**src/rtl/gtm_pkg.sv**
```systemverilog
package gtm_pkg;
  // offsets inside one timer's register group
  localparam logic [2:0] OFS_MODE = 3'd0;
  localparam logic [2:0] OFS_PSR  = 3'd1;
  localparam logic [2:0] OFS_CNT  = 3'd2;
  localparam logic [2:0] OFS_REF  = 3'd3;
  localparam logic [2:0] OFS_EVT  = 3'd4;

  // mode register field positions
  localparam int MODE_SRC_LSB = 1;
  localparam int MODE_FRR_BIT = 3;
  localparam int MODE_IE_BIT  = 4;
  localparam int MODE_SPS_LSB = 8;
  localparam int EVT_REF_BIT  = 1;

  typedef enum logic [1:0] {
    SRC_CHAIN = 2'd0,
    SRC_INT   = 2'd1,
    SRC_SLOW  = 2'd2,
    SRC_NONE  = 2'd3
  } src_e;

  // global register bit positions depend on timer parity
  function automatic int stop_pos(input int t);
    return (t % 2 == 1) ? 5 : 1;
  endfunction

  function automatic int rst_pos(input int t);
    return (t % 2 == 1) ? 4 : 0;
  endfunction
endpackage

```
**src/rtl/gtm_ticker.sv**
```systemverilog
module gtm_ticker
  import gtm_pkg::*;
#(
  parameter int PS_W     = 8,
  parameter int SLOW_DIV = 16
) (
  input  logic            clk,
  input  logic            rst_n,
  input  logic            clr,
  input  logic            stop,
  input  src_e            src,
  input  logic [PS_W-1:0] psr,
  input  logic [PS_W-1:0] sps,
  output logic            cnt_tick
);
  localparam int SW = (SLOW_DIV > 1) ? $clog2(SLOW_DIV) : 1;
  localparam logic [SW-1:0] SLOW_LAST = SW'(SLOW_DIV - 1);

  logic [SW-1:0]   slow_q;
  logic [PS_W-1:0] pri_q, sec_q;
  logic            run, slow_tick, src_tick, pri_wrap;

  function automatic logic [PS_W-1:0] step_mod(input logic [PS_W-1:0] cur,
                                               input logic [PS_W-1:0] lim);
    return (cur >= lim) ? '0 : cur + 1'b1;
  endfunction

  assign run       = !stop && !clr;
  assign slow_tick = run && (slow_q == SLOW_LAST);
  assign src_tick  = run && ((src == SRC_INT) || (src == SRC_SLOW && slow_tick));
  assign pri_wrap  = src_tick && (pri_q >= psr);
  assign cnt_tick  = pri_wrap && (sec_q >= sps);

  always_ff @(posedge clk) begin
    if (!rst_n || clr) begin
      slow_q <= '0;
      pri_q  <= '0;
      sec_q  <= '0;
    end else begin
      if (run)      slow_q <= (slow_q == SLOW_LAST) ? '0 : slow_q + 1'b1;
      if (src_tick) pri_q  <= step_mod(pri_q, psr);
      if (pri_wrap) sec_q  <= step_mod(sec_q, sps);
    end
  end
endmodule

```
**src/rtl/gtm_count.sv**
```systemverilog
module gtm_count #(
  parameter int CNT_W = 16
) (
  input  logic             clk,
  input  logic             rst_n,
  input  logic             clr,
  input  logic             tick,
  input  logic             restart,
  input  logic [CNT_W-1:0] ref_val,
  input  logic             we,
  input  logic [CNT_W-1:0] wdata,
  output logic [CNT_W-1:0] cnt,
  output logic             hit
);
  function automatic logic [CNT_W-1:0] next_cnt(input logic [CNT_W-1:0] cur,
                                                 input logic match,
                                                 input logic rs);
    return (match && rs) ? '0 : cur + 1'b1;
  endfunction

  assign hit = tick && (cnt == ref_val);

  always_ff @(posedge clk) begin
    if (!rst_n || clr)  cnt <= '0;
    else if (we)        cnt <= wdata;
    else if (tick)      cnt <= next_cnt(cnt, cnt == ref_val, restart);
  end
endmodule

```
**src/rtl/gtm_evt.sv**
```systemverilog
module gtm_evt (
  input  logic clk,
  input  logic rst_n,
  input  logic clr,
  input  logic set,
  input  logic ack,
  output logic flag
);
  always_ff @(posedge clk) begin
    if (!rst_n || clr) flag <= 1'b0;
    else               flag <= (flag && !ack) || set;
  end
endmodule

```
**src/rtl/gtm_pair.sv**
```systemverilog
module gtm_pair
  import gtm_pkg::*;
#(
  parameter int CNT_W    = 16,
  parameter int PS_W     = 8,
  parameter int SLOW_DIV = 16,
  parameter int ADDR_W   = 5
) (
  input  logic              clk,
  input  logic              rst_n,
  input  logic              bus_we,
  input  logic [ADDR_W-1:0] bus_addr,
  input  logic [CNT_W-1:0]  bus_wdata,
  output logic [CNT_W-1:0]  bus_rdata,
  output logic [1:0]        irq
);
  localparam int NT    = 2;
  localparam int OFS_W = 3;
  localparam int GRP_W = ADDR_W - OFS_W;

  logic [GRP_W-1:0] grp;
  logic [OFS_W-1:0] ofs;
  logic             cfg_sel;

  // per-timer state, exposed as named wires for the checker
  logic [NT-1:0]            tmr_stop, tmr_rst;
  logic [NT-1:0][1:0]       src_q;
  logic [NT-1:0]            frr_q, ie_q;
  logic [NT-1:0][PS_W-1:0]  sps_q, psr_q;
  logic [NT-1:0][CNT_W-1:0] ref_q, cnt_q;
  logic [NT-1:0]            cnt_tick, ref_hit, evt_flag, cnt_we;
  logic [NT-1:0]            sel, mode_we, psr_we, ref_we, evt_we;

  assign grp     = bus_addr[ADDR_W-1:OFS_W];
  assign ofs     = bus_addr[OFS_W-1:0];
  assign cfg_sel = (grp == '0) && (ofs == '0);

  for (genvar t = 0; t < NT; t++) begin : g_tmr
    localparam int SP = stop_pos(t);
    localparam int RP = rst_pos(t);

    assign sel[t]     = (grp == GRP_W'(t + 1));
    assign mode_we[t] = bus_we && sel[t] && (ofs == OFS_MODE);
    assign psr_we[t]  = bus_we && sel[t] && (ofs == OFS_PSR);
    assign cnt_we[t]  = bus_we && sel[t] && (ofs == OFS_CNT);
    assign ref_we[t]  = bus_we && sel[t] && (ofs == OFS_REF);
    assign evt_we[t]  = bus_we && sel[t] && (ofs == OFS_EVT);

    always_ff @(posedge clk) begin
      if (!rst_n) begin
        tmr_stop[t] <= 1'b0;
        tmr_rst[t]  <= 1'b0;
        src_q[t]    <= '0;
        frr_q[t]    <= 1'b0;
        ie_q[t]     <= 1'b0;
        sps_q[t]    <= '0;
        psr_q[t]    <= '0;
        ref_q[t]    <= '0;
      end else begin
        if (bus_we && cfg_sel) begin
          tmr_stop[t] <= bus_wdata[SP];
          tmr_rst[t]  <= bus_wdata[RP];
        end
        if (mode_we[t]) begin
          src_q[t] <= bus_wdata[MODE_SRC_LSB +: 2];
          frr_q[t] <= bus_wdata[MODE_FRR_BIT];
          ie_q[t]  <= bus_wdata[MODE_IE_BIT];
          sps_q[t] <= bus_wdata[MODE_SPS_LSB +: PS_W];
        end
        if (psr_we[t]) psr_q[t] <= bus_wdata[PS_W-1:0];
        if (ref_we[t]) ref_q[t] <= bus_wdata;
      end
    end

    gtm_ticker #(.PS_W(PS_W), .SLOW_DIV(SLOW_DIV)) i_ticker (
      .clk      (clk),
      .rst_n    (rst_n),
      .clr      (tmr_rst[t]),
      .stop     (tmr_stop[t]),
      .src      (src_e'(src_q[t])),
      .psr      (psr_q[t]),
      .sps      (sps_q[t]),
      .cnt_tick (cnt_tick[t])
    );

    gtm_count #(.CNT_W(CNT_W)) i_count (
      .clk     (clk),
      .rst_n   (rst_n),
      .clr     (tmr_rst[t]),
      .tick    (cnt_tick[t]),
      .restart (frr_q[t]),
      .ref_val (ref_q[t]),
      .we      (cnt_we[t]),
      .wdata   (bus_wdata),
      .cnt     (cnt_q[t]),
      .hit     (ref_hit[t])
    );

    gtm_evt i_evt (
      .clk   (clk),
      .rst_n (rst_n),
      .clr   (tmr_rst[t]),
      .set   (ref_hit[t]),
      .ack   (evt_we[t] && bus_wdata[EVT_REF_BIT]),
      .flag  (evt_flag[t])
    );

    assign irq[t] = evt_flag[t] && ie_q[t];
  end

  always_comb begin
    bus_rdata = '0;
    if (cfg_sel) begin
      for (int t = 0; t < NT; t++) begin
        bus_rdata[stop_pos(t)] = tmr_stop[t];
        bus_rdata[rst_pos(t)]  = tmr_rst[t];
      end
    end
    for (int t = 0; t < NT; t++) begin
      if (sel[t]) begin
        case (ofs)
          OFS_MODE: begin
            bus_rdata[MODE_SRC_LSB +: 2]    = src_q[t];
            bus_rdata[MODE_FRR_BIT]         = frr_q[t];
            bus_rdata[MODE_IE_BIT]          = ie_q[t];
            bus_rdata[MODE_SPS_LSB +: PS_W] = sps_q[t];
          end
          OFS_PSR: bus_rdata[PS_W-1:0]     = psr_q[t];
          OFS_CNT: bus_rdata               = cnt_q[t];
          OFS_REF: bus_rdata               = ref_q[t];
          OFS_EVT: bus_rdata[EVT_REF_BIT]  = evt_flag[t];
          default: bus_rdata               = '0;
        endcase
      end
    end
  end
endmodule

```
**config.mk**
```make
export PLATFORM = sky130hd
export DESIGN_NAME = gtm_pair
export DESIGN_NICKNAME = d
export VERILOG_FILES = /design/src/rtl/gtm_pkg.sv /design/src/rtl/gtm_ticker.sv /design/src/rtl/gtm_count.sv /design/src/rtl/gtm_evt.sv /design/src/rtl/gtm_pair.sv
export SDC_FILE = /design/constraint.sdc
export NUM_CORES = 1
export LEC_CHECK = 0
export BUFFER_PORTS_ARGS = -buffer_cell sky130_fd_sc_hd__buf_2
export CORE_MARGIN = 4
export CORE_UTILIZATION = 50
export CTS_CLUSTER_DIAMETER = 200
export DETAILED_ROUTE_END_ITERATION = 7
export PLACE_DENSITY = 0.76
export SLEW_MARGIN = 40
export SYNTH_ARGS = -nofsm -noshare
export SYNTH_HDL_FRONTEND = slang
export SYNTH_HIERARCHICAL = 1
export SYNTH_SLANG_ARGS = --single-unit
```
**constraint.sdc**
```tcl
create_clock -name clk -period 5.3 [get_ports clk]
set_clock_uncertainty 0.05 [all_clocks]
set_input_delay 0.53 -clock clk [delete_from_list [all_inputs] [get_ports clk]]
set_output_delay 0.53 -clock clk [all_outputs]
set_load 0.02 [all_outputs]
```
==> results.yml, run 1 <==
cts:
  clock_latency_ns: 0.43
  cts_root_buffer: "clkbuf_16"
  cts.clk_slew.worst_paths_ns: 0.06
  h-tree-depth: 4
  ctsHoldBuffers: 0
  cts_sinks: 150
  cts_setup_buffers: 0
  cts_resized: 0
  cts_buffers: 17
  clock_path_buffers: 2
  tritoncts: "done"
worst_hold_path:
  min_from: "bus_wdata[14]"
  hold_end: "ref_q[30]"
  hold_depth: 3
  hp-class: "input pin to flop"
sta:
  hold_viol_final: 0
  setup_violations: 0
  fmaxAchievable_ghz: 0.3251
  finalCritPeriodShare: 0.5805
  fin_crit_ns: 3.076
  rsz0062_at_grt: "false"
  maxSlewViolCount: 0
  worstMarginPinSlew_ns: 0.7886
  max-slew-margin-rel: 0.4743
  tns_ns: 0
die:
  ios: 42
  coreArea_um2: 17540
  die_area_um2: 20360
  die_y_um: 142.7
  die_w_um: 142.7
  start_util: 0.5171
  rows: 48
critical_path:
  crit_chain: "inv_1 -> ha_1 -> nand2_1 -> or3_1 -> o221a_1 -> nor3_2 -> buf_4 -> inv_1 -> a2111o_2 -> o22ai_1"
  critPathRequiredTime_ns: 5.59
  r2r_setup_slack_ns: 2.22
  crit_start: "psr_q[5]"
  r2r_cells: 10
  r2r-end: "g_tmr[0].i_count/cnt[9]"
  r2r_start: "psr_q[5]"
  path_max_fanout: 18
  crit_top_cell: "inv_1"
  cpPeakStageDelay_ns: 0.55
  cp_slowest_cell: "a2111o_2"
  startpoint_type: "flop"
  cp.arrival_ns: 3.37
  crit_type: "flop to flop"
  cp-end-kind: "flop"
grt:
  grt_max_degree: 71
  met2_usage: 0.3845
  grt-ovfl-total: 0
  met3_usage: 0.04320
  grt_util_met1: 0.3364
  grt.busiest_layer: "met2"
  grt_first_pass_wirelength_um: 39590
  antenna_found_initial: 0
  gr-usage-all-layers: 0.2456
  grt_pass1_vias: 7380
routing:
  ant_nets: 0
  vias: 7989
  first_pass_iters: 6
  wl_um: 24860
  drc: 0
  avgViaCountPerCell: 6.169
  drt-initial-drc-count: 1038
  wire_per_inst_um: 19.20
layout:
  n_fill_cell: 1551
  diodes: 0
  drive_gt1_frac: 0.1495
  finalNetCount: 1122
  areaGrowthSynthToFinish_pct: 10.28
  post-route-util: 0.5703
synthesis:
  ys.flop_type: "dfxtp_1"
  synth-edff-count: 0
  synth_area_um2: 9069
  syn_avg_cell_area_um2: 8.531
  synth_most_common_cell: "dfxtp_1"
  syn_nets: 1127
  yosysSeqAreaShare: 0.3311
  synth_cell_types: 61
  synth_warnings: 6
  synth_area_leaders: "dfxtp_1, ha_1, nand2_1"
  synth_top_area_frac: 0.3311
  yosysTopAreaCell: "dfxtp_1"
  synth_common_cells: "dfxtp_1, nand2_1, nand3_1"
  synth-async-reset-ratio: 0
  syn_inst: 1063
  synth_seq_cells: 150
power:
  p_per_area_nw_per_um2: 274.7
  irDropWorstVdd_v: 0.0002154
  power_leakage_uw: 0.003493
status:
  status: "complete, no violations"
placement:
  port_buffers: 41
  place_congestion: 0.9055
  dp_hpwl_um: 17410
flow_run:
  cap_violations: 0
## worst max-delay path by stage
stage                                     to  cells after the start
floorplan           g_tmr[0].i_count/cnt[10]                     12
global placement     g_tmr[0].i_count/cnt[5]                     10
detailed placement   g_tmr[0].i_count/cnt[2]                     10
CTS                  g_tmr[0].i_count/cnt[9]                     10
global route         g_tmr[1].i_count/cnt[5]                      7
finish               g_tmr[0].i_count/cnt[9]                     10
## routing by layer
layer / vias to the layer above / routed length, um
li1: 3818 / -
met4: 0 / 863
met5: - / 0
met1: 3794 / 10950
met3: 55 / 1771
met2: 322 / 11280
## layout make-up
| class | instances | area (um2) | share of cell area |
|---|---|---|---|
| inverters | 43 | 161.4 | 0.01614 |
| flip-flops and latches | 150 | 3003 | 0.3003 |
| well taps | 225 | 281.5 | 0.02815 |
| clock inverters | 8 | 217.7 | 0.02177 |
| multi-input cells | 796 | 5587 | 0.5586 |
| clock buffers | 23 | 478.0 | 0.04779 |
| repair buffers | 50 | 272.8 | 0.02727 |
## registers in the layout (all words and copies together), names as in the netlist, 4 cells and up
register	cells
g_tmr.i_count/cnt	32
ref_q	32
g_tmr.i_ticker/pri_q	16
g_tmr.i_ticker/sec_q	16
psr_q	16
sps_q	16
g_tmr.i_ticker/slow_q	8
src_q	4
## layout by cell type (no fill, tap or decap), types with 6 or more instances in the layout
cell / n
a211oi_1: 12
a21boi_1: 26
a21oi_1: 44
a22oi_1: 22
and3_1: 11
and4_1: 6
buf_2: 41
buf_4: 9
bufinv_16: 7
clkbuf_16: 17
dfxtp_1: 150
ha_1: 40
inv_1: 43
mux2_2: 25
mux2i_1: 19
mux4_2: 6
nand2_1: 118
nand2b_1: 11
nand3_1: 73
nand4_1: 26
nor2_1: 28
nor2b_1: 16
nor3_1: 18
nor3b_1: 33
o21ai_0: 9
o21ai_1: 38
o22ai_1: 34
o22ai_2: 20
or3_1: 16
xnor2_1: 44
xor2_1: 32
## cells by family after synthesis
logic type                 count (synthesis)  synth area share
muxes                                     50           0.06691
DFF                                      150            0.3311
AOI/OAI and AO/OA                        240            0.1897
and+or+nand+nor                          390            0.2274
buffers and inverters                    117           0.05629
xor gates and xnor gates                  76           0.07340
adders and majority gates                 40           0.05519
## per-stage QoR
step | instance area, um2 | std cells | setup WS (ns) | power [uW] | hold slack (ns)
global placement | 9294 | 1264 | 2.299 | 1326 | 0.4032
detailed placement | 9300 | 1264 | 2.274 | 1328 | 0.4098
global route | 10000 | 1295 | 2.035 | 2820 | 0.3580
floorplan | 9069 | 1063 | 2.629 | 1278 | 0.3905
finish | 10000 | 1295 | 2.224 | 2747 | 0.3515
CTS | 9996 | 1295 | 2.236 | 2752 | 0.3451
## worst max-delay path, delay by kind of cell, from the launching register on
| family | cells | cell delay, ns |
|---|---|---|
| compound gates | 3 | 1.24 |
| fa+ha+maj | 1 | 0.29 |
| buf+inv | 3 | 0.38 |
| flops | 1 | 0.40 |
| simple gates | 3 | 0.63 |
## report_power, final
part / internal (uW) / leakage (uW) / switching, uW
Combinational: 49.2 / 0.00195 / 107
Clock: 966 / 0.000334 / 473
Sequential: 1140 / 0.00121 / 13.5
Total: 2150 / 0.00349 / 593
Note: power is estimated with default switching activity, not from simulation.
==> inputs of run 2 (changes only) <==
--- a/config.mk
+++ b/config.mk
@@ -10,7 +10,7 @@
 export CORE_UTILIZATION = 50
 export CTS_CLUSTER_DIAMETER = 200
 export DETAILED_ROUTE_END_ITERATION = 7
-export PLACE_DENSITY = 0.76
+export PLACE_DENSITY = 0.79
 export SLEW_MARGIN = 40
 export SYNTH_ARGS = -nofsm -noshare
 export SYNTH_HDL_FRONTEND = slang
==> constraint.sdc (replaced) <==
create_clock -name clk -period 2.7 [get_ports clk]
set_clock_uncertainty 0.05 [all_clocks]
set_input_delay 0.27 -clock clk [delete_from_list [all_inputs] [get_ports clk]]
set_output_delay 0.27 -clock clk [all_outputs]
set_load 0.02 [all_outputs]
==> run 2 against run 1 <==
Die area did not move. Cell area rose by 1.2%. Cell count rose by 2.7%. Sequential share of layout area fell by 0.33 points. Global-route usage rose by 0.54 points. Worst hold slack got worse by 0.25 ns. Combinational power rose by 110%.
==> results.yml, run 2 (synthesis results as in run 1) <==
grt:
  grt_pass1_vias: 7754
  antenna_found_initial: 1
  grt-ovfl-total: 0
  gr-usage-all-layers: 0.2510
  grt_first_pass_wirelength_um: 40730
  grt_max_degree: 38
placement:
  place_congestion: 0.9541
  port_buffers: 41
  place_area_um2: 9527
  dp_hpwl_um: 18200
sta:
  hold_viol_final: 0
  setup_violations: 0
  max-slew-margin-rel: 0.5938
  worstMarginPinSlew_ns: 0.6093
  finalCritPeriodShare: 0.9669
  rsz0062_at_grt: "true"
  fin_crit_ns: 2.611
  fmaxAchievable_ghz: 0.3831
  tns_ns: 0
  maxSlewViolCount: 0
critical_path:
  path_max_fanout: 16
  r2r_start: "psr_q[7]"
  crit_chain: "inv_1 -> ha_1 -> nand2_1 -> or3_1 -> o221a_1 -> nor3_2 -> inv_1 -> a2111o_2 -> buf_12 -> o22ai_1"
  cpLargestDelayFamily: "compound AO/OA/AOI/OAI gates"
  crit_cells: 10
  startpoint_type: "flop"
  cp-end-kind: "flop"
  cp.arrival_ns: 2.91
  cp_slowest_cell: "a2111o_2"
  crit_start: "psr_q[7]"
  critPathRequiredTime_ns: 3.00
  r2r-end: "g_tmr[0].i_count/cnt[5]"
  r2r_setup_slack_ns: 0.09
  crit_type: "flop to flop"
  crit_top_cell: "inv_1"
  cpPeakStageDelay_ns: 0.47
  r2r_cells: 10
  crit_end: "g_tmr[0].i_count/cnt[5]"
  crit_buf_inv: 3
die:
  start_util: 0.5171
  die_area_um2: 20360
  ios: 42
  rows: 48
  die_w_um: 142.7
  die_y_um: 142.7
  coreArea_um2: 17540
power:
  finalPower_uw: 4835
  p_per_area_nw_per_um2: 477.6
  power_leakage_uw: 0.003597
  power_frac_comb: 0.069
  internal-power_uw: 3626
  power.net_switching_uw: 1209
  pwr-share-seq: 0.467
  clockPowerShare: 0.464
  swShare: 0.2501
  irDropWorstVdd_v: 0.0004073
cts:
  cts.clk_slew.worst_paths_ns: 0.06
  clock_latency_ns: 0.42
  cts_sinks: 150
  tritoncts: "done"
  clock_path_buffers: 2
  cts_buffers: 17
  cts_root_buffer: "clkbuf_16"
  ctsHoldBuffers: 0
  h-tree-depth: 4
flow_run:
  cap_violations: 0
layout:
  final_common_cell: "dfxtp_1"
  areaGrowthSynthToFinish_pct: 11.63
  finalNetCount: 1155
  largestRegisters: "g_tmr.i_count/cnt (32), ref_q (32)"
  layout_common_cells: "dfxtp_1, nand2_1, nand3_1"
  drive_gt1_frac: 0.1775
  post-route-util: 0.5773
  final_cell_area_um2: 10120
routing:
  first_pass_iters: 6
  drt-initial-drc-count: 969
  vias: 8236
  wl_um: 25360
  wire_per_inst_um: 19.07
  avgViaCountPerCell: 6.192
  ant_nets: 0
  drc: 0
worst_hold_path:
  hp-class: "input pin to flop"
status:
  status: "complete, no violations"
run 2: worst reg2reg max path, stage by stage (launching register included):
cell	delay, ns
dfxtp_1	0.36
inv_1	0.06
ha_1	0.30
nand2_1	0.08
or3_1	0.33
o221a_1	0.31
nor3_2	0.19
inv_1	0.06
a2111o_2	0.47
buf_12	0.17
o22ai_1	0.17
run 2: power by group through the flow:
stage               Sequential, uW  Clock, uW  Combinational, uW
finish                        2260       2240                335
global route                  2260       2350                359
floorplan                     2300          0                208
CTS                           2260       2250                326
global placement              2310          0                320
detailed placement            2310          0                325
run 2: area by class of cell:
cell class,instances,area [um2]
inverters,43,161.4
clock buffers,18,439.2
well taps,225,281.5
flip-flops and latches,150,3007
multi-input cells,796,5575
repair buffers,83,545.5
diodes,1,2.502
clock inverters,14,111.4
fillers,1535,7413
run 2: what timing repair did:
item,CTS,global route
buffers inserted,0,2
gates resized for setup,0,3
setup endpoints to repair,0,6
run 2: worst min-delay path by stage:
stage	start	endpoint	depth (start not counted)
after floorplan	rst_n	g_tmr[0].i_evt/flag	1
after global placement	sps_q[10]	sps_q[10]	2
after detailed placement	sps_q[11]	sps_q[11]	2
after CTS	bus_wdata[11]	sps_q[11]	3
after global routing	bus_wdata[14]	ref_q[30]	3
final	bus_wdata[11]	sps_q[11]	3
run 2: per-stage QoR:
stage                     std cells  hold WS (ns)  setup WS [ns]
after floorplan                1063        0.3534        0.02866
after global placement         1295        0.4118         0.1933
after detailed placement       1295        0.4231         0.1264
after CTS                      1327       0.08410         0.1109
after global routing           1330        0.1098       -0.02562
final                          1330       0.09965        0.08946
run 2: per-layer routing:
layer,vias up,wire length [um],track usage,part of all wire
li1,3889,-,-,-
met1,3849,10790,0.3388,0.43
met2,404,11220,0.3872,0.44
met3,94,2100,0.04287,0.083
met4,0,1242,0.1281,0.049
met5,-,0,0,0
